===== src/rtl/drq_burst_pkg.sv =====
package drq_burst_pkg;

  // Strobes from the control FSM to the datapath
  typedef struct packed {
    logic clearCnt;  // start of a new burst
    logic incCnt;    // one counted transfer
  } ctrlStrobes_t;

  typedef enum logic {
    ST_IDLE  = 1'b0,
    ST_BURST = 1'b1
  } burstState_t;

endpackage


===== src/rtl/drq_burst_ctrl.sv =====
module drq_burst_ctrl
  import drq_burst_pkg::*;
(
  input  logic         clk,
  input  logic         rst_n,
  input  logic         ctrlWr,
  input  logic         tc,
  input  logic         xferHit,
  input  logic         lastBeat,
  output logic         busy,
  output ctrlStrobes_t strobes
);

  burstState_t stateQ, stateD;

  always_comb begin
    stateD          = stateQ;
    strobes         = '0;
    unique case (stateQ)
      ST_IDLE: begin
        if (ctrlWr) begin
          stateD           = ST_BURST;
          strobes.clearCnt = 1'b1;
        end
      end
      ST_BURST: begin
        // Trigger writes are ignored here.
        strobes.incCnt = xferHit;
        if (tc || (xferHit && lastBeat)) begin
          stateD = ST_IDLE;
        end
      end
      default: stateD = ST_IDLE;
    endcase
  end

  always_ff @(posedge clk or negedge rst_n) begin
    if (!rst_n) begin
      stateQ <= ST_IDLE;
    end else begin
      stateQ <= stateD;
    end
  end

  assign busy = (stateQ == ST_BURST);

endmodule


===== src/rtl/drq_burst_datapath.sv =====
module drq_burst_datapath
  import drq_burst_pkg::*;
#(
  parameter int DATA_W    = 8,
  parameter int BURST_LEN = 16,
  localparam int CNT_W    = (BURST_LEN > 1) ? $clog2(BURST_LEN) : 1
) (
  input  logic              clk,
  input  logic              rst_n,
  input  ctrlStrobes_t      strobes,
  input  logic              busy,
  input  logic              dirToMem,
  input  logic              dack,
  input  logic              ior,
  input  logic              iow,
  input  logic [DATA_W-1:0] busDataIn,
  input  logic [DATA_W-1:0] rdFifoData,
  output logic              xferHit,
  output logic              lastBeat,
  output logic [DATA_W-1:0] busDataOut,
  output logic              busDataOe,
  output logic              rdFifoPop,
  output logic [DATA_W-1:0] wrFifoData,
  output logic              wrFifoPush
);

  localparam logic [CNT_W-1:0] LAST_IDX = CNT_W'(BURST_LEN - 1);

  logic [CNT_W-1:0] beatCnt;
  logic             rdCycle, wrCycle;

  // Only the strobe that matches the direction qualifies a transfer.
  assign rdCycle = dack && ior &&  dirToMem;
  assign wrCycle = dack && iow && !dirToMem;
  assign xferHit = rdCycle || wrCycle;

  always_ff @(posedge clk or negedge rst_n) begin
    if (!rst_n) begin
      beatCnt <= '0;
    end else if (strobes.clearCnt) begin
      beatCnt <= '0;
    end else if (strobes.incCnt) begin
      beatCnt <= (beatCnt == LAST_IDX) ? '0 : beatCnt + 1'b1;
    end
  end

  assign lastBeat = (beatCnt == LAST_IDX);

  // Bus side, device-to-memory
  assign busDataOe  = busy && rdCycle;
  assign rdFifoPop  = busy && rdCycle;
  assign busDataOut = busDataOe ? rdFifoData : '0;

  // FIFO side, memory-to-device
  assign wrFifoPush = busy && wrCycle;
  assign wrFifoData = busDataIn;

endmodule


===== src/rtl/drq_burst_requester.sv =====
module drq_burst_requester
  import drq_burst_pkg::*;
#(
  parameter int DATA_W    = 8,
  parameter int BURST_LEN = 16
) (
  input  logic              clk,
  input  logic              rst_n,
  input  logic              ctrlWr,
  input  logic              dirToMem,
  input  logic              dack,
  input  logic              ior,
  input  logic              iow,
  input  logic              tc,
  input  logic [DATA_W-1:0] busDataIn,
  output logic [DATA_W-1:0] busDataOut,
  output logic              busDataOe,
  output logic              drq,
  input  logic [DATA_W-1:0] rdFifoData,
  output logic              rdFifoPop,
  output logic [DATA_W-1:0] wrFifoData,
  output logic              wrFifoPush
);

  ctrlStrobes_t strobes;
  logic         busy, xferHit, lastBeat;

  drq_burst_ctrl u_ctrl (
    .clk      (clk),
    .rst_n    (rst_n),
    .ctrlWr   (ctrlWr),
    .tc       (tc),
    .xferHit  (xferHit),
    .lastBeat (lastBeat),
    .busy     (busy),
    .strobes  (strobes)
  );

  drq_burst_datapath #(
    .DATA_W    (DATA_W),
    .BURST_LEN (BURST_LEN)
  ) u_dp (
    .clk        (clk),
    .rst_n      (rst_n),
    .strobes    (strobes),
    .busy       (busy),
    .dirToMem   (dirToMem),
    .dack       (dack),
    .ior        (ior),
    .iow        (iow),
    .busDataIn  (busDataIn),
    .rdFifoData (rdFifoData),
    .xferHit    (xferHit),
    .lastBeat   (lastBeat),
    .busDataOut (busDataOut),
    .busDataOe  (busDataOe),
    .rdFifoPop  (rdFifoPop),
    .wrFifoData (wrFifoData),
    .wrFifoPush (wrFifoPush)
  );

  assign drq = busy;

endmodule


===== config.mk =====
export PLATFORM = sky130hd
export DESIGN_NAME = drq_burst_requester
export DESIGN_NICKNAME = d
export VERILOG_FILES = /design/src/rtl/drq_burst_pkg.sv /design/src/rtl/drq_burst_ctrl.sv /design/src/rtl/drq_burst_datapath.sv /design/src/rtl/drq_burst_requester.sv
export SDC_FILE = /design/constraint.sdc
export NUM_CORES = 1
export LEC_CHECK = 0
export BUFFER_PORTS_ARGS = -buffer_cell sky130_fd_sc_hd__buf_2
export CAP_MARGIN = 15
export CORE_AREA = 2 2 39 41
export CTS_CLUSTER_SIZE = 8
export DETAILED_ROUTE_END_ITERATION = 8
export DIE_AREA = 0 0 41 43
export PLACE_DENSITY = 0.74
export SYNTH_ARGS = -nofsm -noshare
export SYNTH_HDL_FRONTEND = slang
export SYNTH_SLANG_ARGS = --single-unit

===== constraint.sdc =====
create_clock -name clk -period 2.55 [get_ports clk]
set_input_delay 0.255 -clock clk [delete_from_list [all_inputs] [get_ports clk]]
set_output_delay 0.255 -clock clk [all_outputs]
set_load 0.02 [all_outputs]

==> results.md <==
* Hold Path Class: in -> reg
* Core area at 1380 sq um
* Startpoint types: flop
* Total CTS buffers at 3
* R2R Path Start: u_dp.beatCnt[0]$_DFFE_PN0P_
* Clock power frac at 0.358
* TritonCTS Sinks at 5
* PortBufs at 27
* Global Route Usage Sum at 0.109
* Buffer depth of the longest clock path at 2
* Largest net degree at the start of global routing at 11
* Drt wl/cell at 9.68 microns
* Critical Path Fanout Max at 10
* Final min period at 1.75 ns
* Drt drc at 0
* Slew @ Worst Pin at between 0.4 and 0.5 ns
* Register-to-Register Path Depth at 4
* CP endpoint: busDataOut[4]
* Cell variety after synth at 18
* DP HPWL at 734 microns
* R2r setup slk at 1.20 ns
* Setup bufs post-CTS at 0
* Clock skew at 0.000245 ns
* Flops & latches, synth at 5
* Die height at 43 microns
* Vias per Instance at between 4 and 5
* FF-to-FF End: u_dp.beatCnt[0]$_DFFE_PN0P_
* Int Power at approximately 0.00018 W
* Ant. Diodes at 0
* First-pass GRT wire length at about 1300 microns
* Ys Warns at 0
* Area added between synthesis and finish at 28.9%
* CP endpoint kind: primary output
* Final ANT Viol Nets at 0
* Rows at 14
* P_leak at 0.288 nW
* Post-synthesis net count at 76
* Final Cell Area at approximately 550 sq um
* WL final at between 800 and 900 microns
* Max_slew headroom at 0.693
* # H-tree levels at 1
* Syn_area_per_cell at 8.39 sq um
* Die width at 41 microns
* Fraction of layout instances using a drive strength above 1 at 0.419
* Routed via count at between 400 and 500
* CP Launch Point: u_ctrl.busy$_DFF_PN0_
* Final worst slack at 0.796 ns
* First-pass DRT Iterations at 3
* Total Neg Setup Slack at 0 ns
* Sw Share at 0.293
* Total Nets Final at 100
* CP arrival at 1.50 ns
* Initial antenna violation count at 0
* Hold Crit Depth at 3
* VDD IR max at ~0.20 mV
* Comb power frac at 0.251
* Data required, critical path at between 2 and 2.5 ns
* DR iter-0 viols at 7
* Syn Std Cell Area at around 430 sq um
* Cts hold-fix bufs at 1
* Hold_ws at 0.292 ns
* Sequential area share after synthesis at 0.292
* Vias in the first global route at ~340
* RSZ-0062 raised after global routing: no
* Initial Util at 0.309
* CTS tree: yes
* Place WS at 1.03 ns
* Max cap viols at 0
* Final slew viol count at 0
* Final hold violations at 0
* Top Ports at 44
* Sequential power share at 0.391
* CP Class: reg -> out
* Status: complete, no violations
* GP Congestion at 0.741
* Placed instance area at around 520 sq um
* Final Cycle Share at 0.688
* Post-Synthesis Cells at roughly 50
* Pwr Density at about 450 nW/um^2
* Gates resized, CTS repair at 0
* Root buf cell: clkbuf_4
* Worst-skew pair later-pin latency at 0.24 ns
* Die Area at 1760 sq um
* Switching power of the nets at between 0.00007 and 0.00008 W
* Final setup fails at 0
* Fmax at 570 MHz
* Gr ovfl total at 0
* Clock-pin slew on the worst setup and hold paths at 0.04 ns
[state kept, by name, summed over array words and instances (netlist names)]
| register | count |
|---|---|
| u_dp.beatCnt | 4 |
| u_ctrl.busy | 1 |
[worst max-delay path, cell delays in order, from the launching register on]
cell	delay (ns)
dfrtp_1	0.37
nand2_1	0.17
nor2_1	0.37
and2_1	0.19
buf_2	0.16
[cells in the final DEF (no fill, tap or decap), types with 3 or more instances in the layout]
master / netlist / final
and2_1: 8 / 8
buf_2: 0 / 27
clkbuf_4: 0 / 3
dfrtp_1: 5 / 5
nand2_1: 5 / 5
nand2b_1: 4 / 4
[power by group through the flow]
stage / combinational, W / sequential [W] / clock [W]
after floorplan: 0.0000527 / 0.0000997 / 0
after global placement: 0.0000605 / 0.0000978 / 0
after detailed placement: 0.0000621 / 0.0000984 / 0
after CTS: 0.0000634 / 0.0000972 / 0.0000943
after global routing: 0.0000734 / 0.0000997 / 0.0000970
final: 0.0000626 / 0.0000974 / 0.0000892
[worst min path at each step]
stage	startpoint	endpoint	slack (ns)
after floorplan	rst_n	u_ctrl.busy$_DFF_PN0_	-0.04
after global placement	rst_n	u_dp.beatCnt[3]$_DFFE_PN0P_	0.07
after detailed placement	rst_n	u_dp.beatCnt[3]$_DFFE_PN0P_	0.07
after CTS	tc	u_ctrl.busy$_DFF_PN0_	0.29
after global routing	tc	u_ctrl.busy$_DFF_PN0_	0.33
final	tc	u_ctrl.busy$_DFF_PN0_	0.29
[kinds of logic (layout without fill, tap and decap cells)]
logic type | Yosys count | after routing | share of synthesized area
DFF | 5 | 5 | 0.292
muxes | 2 | 2 | 0.0468
buffers and inverters | 11 | 34 | 0.175
AOI/OAI and AO/OA | 6 | 6 | 0.0935
and+or+nand+nor | 26 | 26 | 0.363
adders and majority gates | 1 | 1 | 0.0292
[metal layers]
metal | vias to the layer above | track usage | routed length [microns]
li1 | 209 | - | -
met1 | 180 | 0.121 | 347
met2 | 26 | 0.166 | 370
met3 | 2 | 0.0157 | 136
met4 | 0 | 0.100 | 17
met5 | - | 0 | 0
[layout make-up]
cell class | count | area [sq um]
clock buffer | 4 | 26.3
multi-input combinational | 35 | 228
fill | 145 | 832
timing repair buffer | 28 | 145
sequential | 5 | 125
tap | 16 | 20.0
inverter | 2 | 7.51
[metrics by stage]
step / util / std cells / total power (W)
global placement: 0.373 / 85 / 0.000158
detailed placement: 0.373 / 85 / 0.000160
finish: 0.399 / 90 / 0.000249
floorplan: - / 51 / 0.000152
global route: 0.399 / 90 / 0.000270
CTS: 0.399 / 90 / 0.000255
[synth_stat cells]
cell       n  area share
nor2_1     2       0.018
o21ai_1    1       0.012
buf_4      9        0.16
dfrtp_1    5        0.29
mux2i_1    2       0.047
ha_1       1       0.029
or4_1      1       0.018
nor3b_1    2       0.035
o211ai_1   2       0.035
or4b_1     1       0.023
and2_1     8        0.12
nand2_1    5       0.044
a211o_2    1       0.023
nand4bb_1  1       0.026
nand2b_1   4       0.058
o21ai_0    2       0.023
inv_1      2       0.018
nand3_1    2       0.023
No activity file was read; power rests on OpenSTA's default activity.
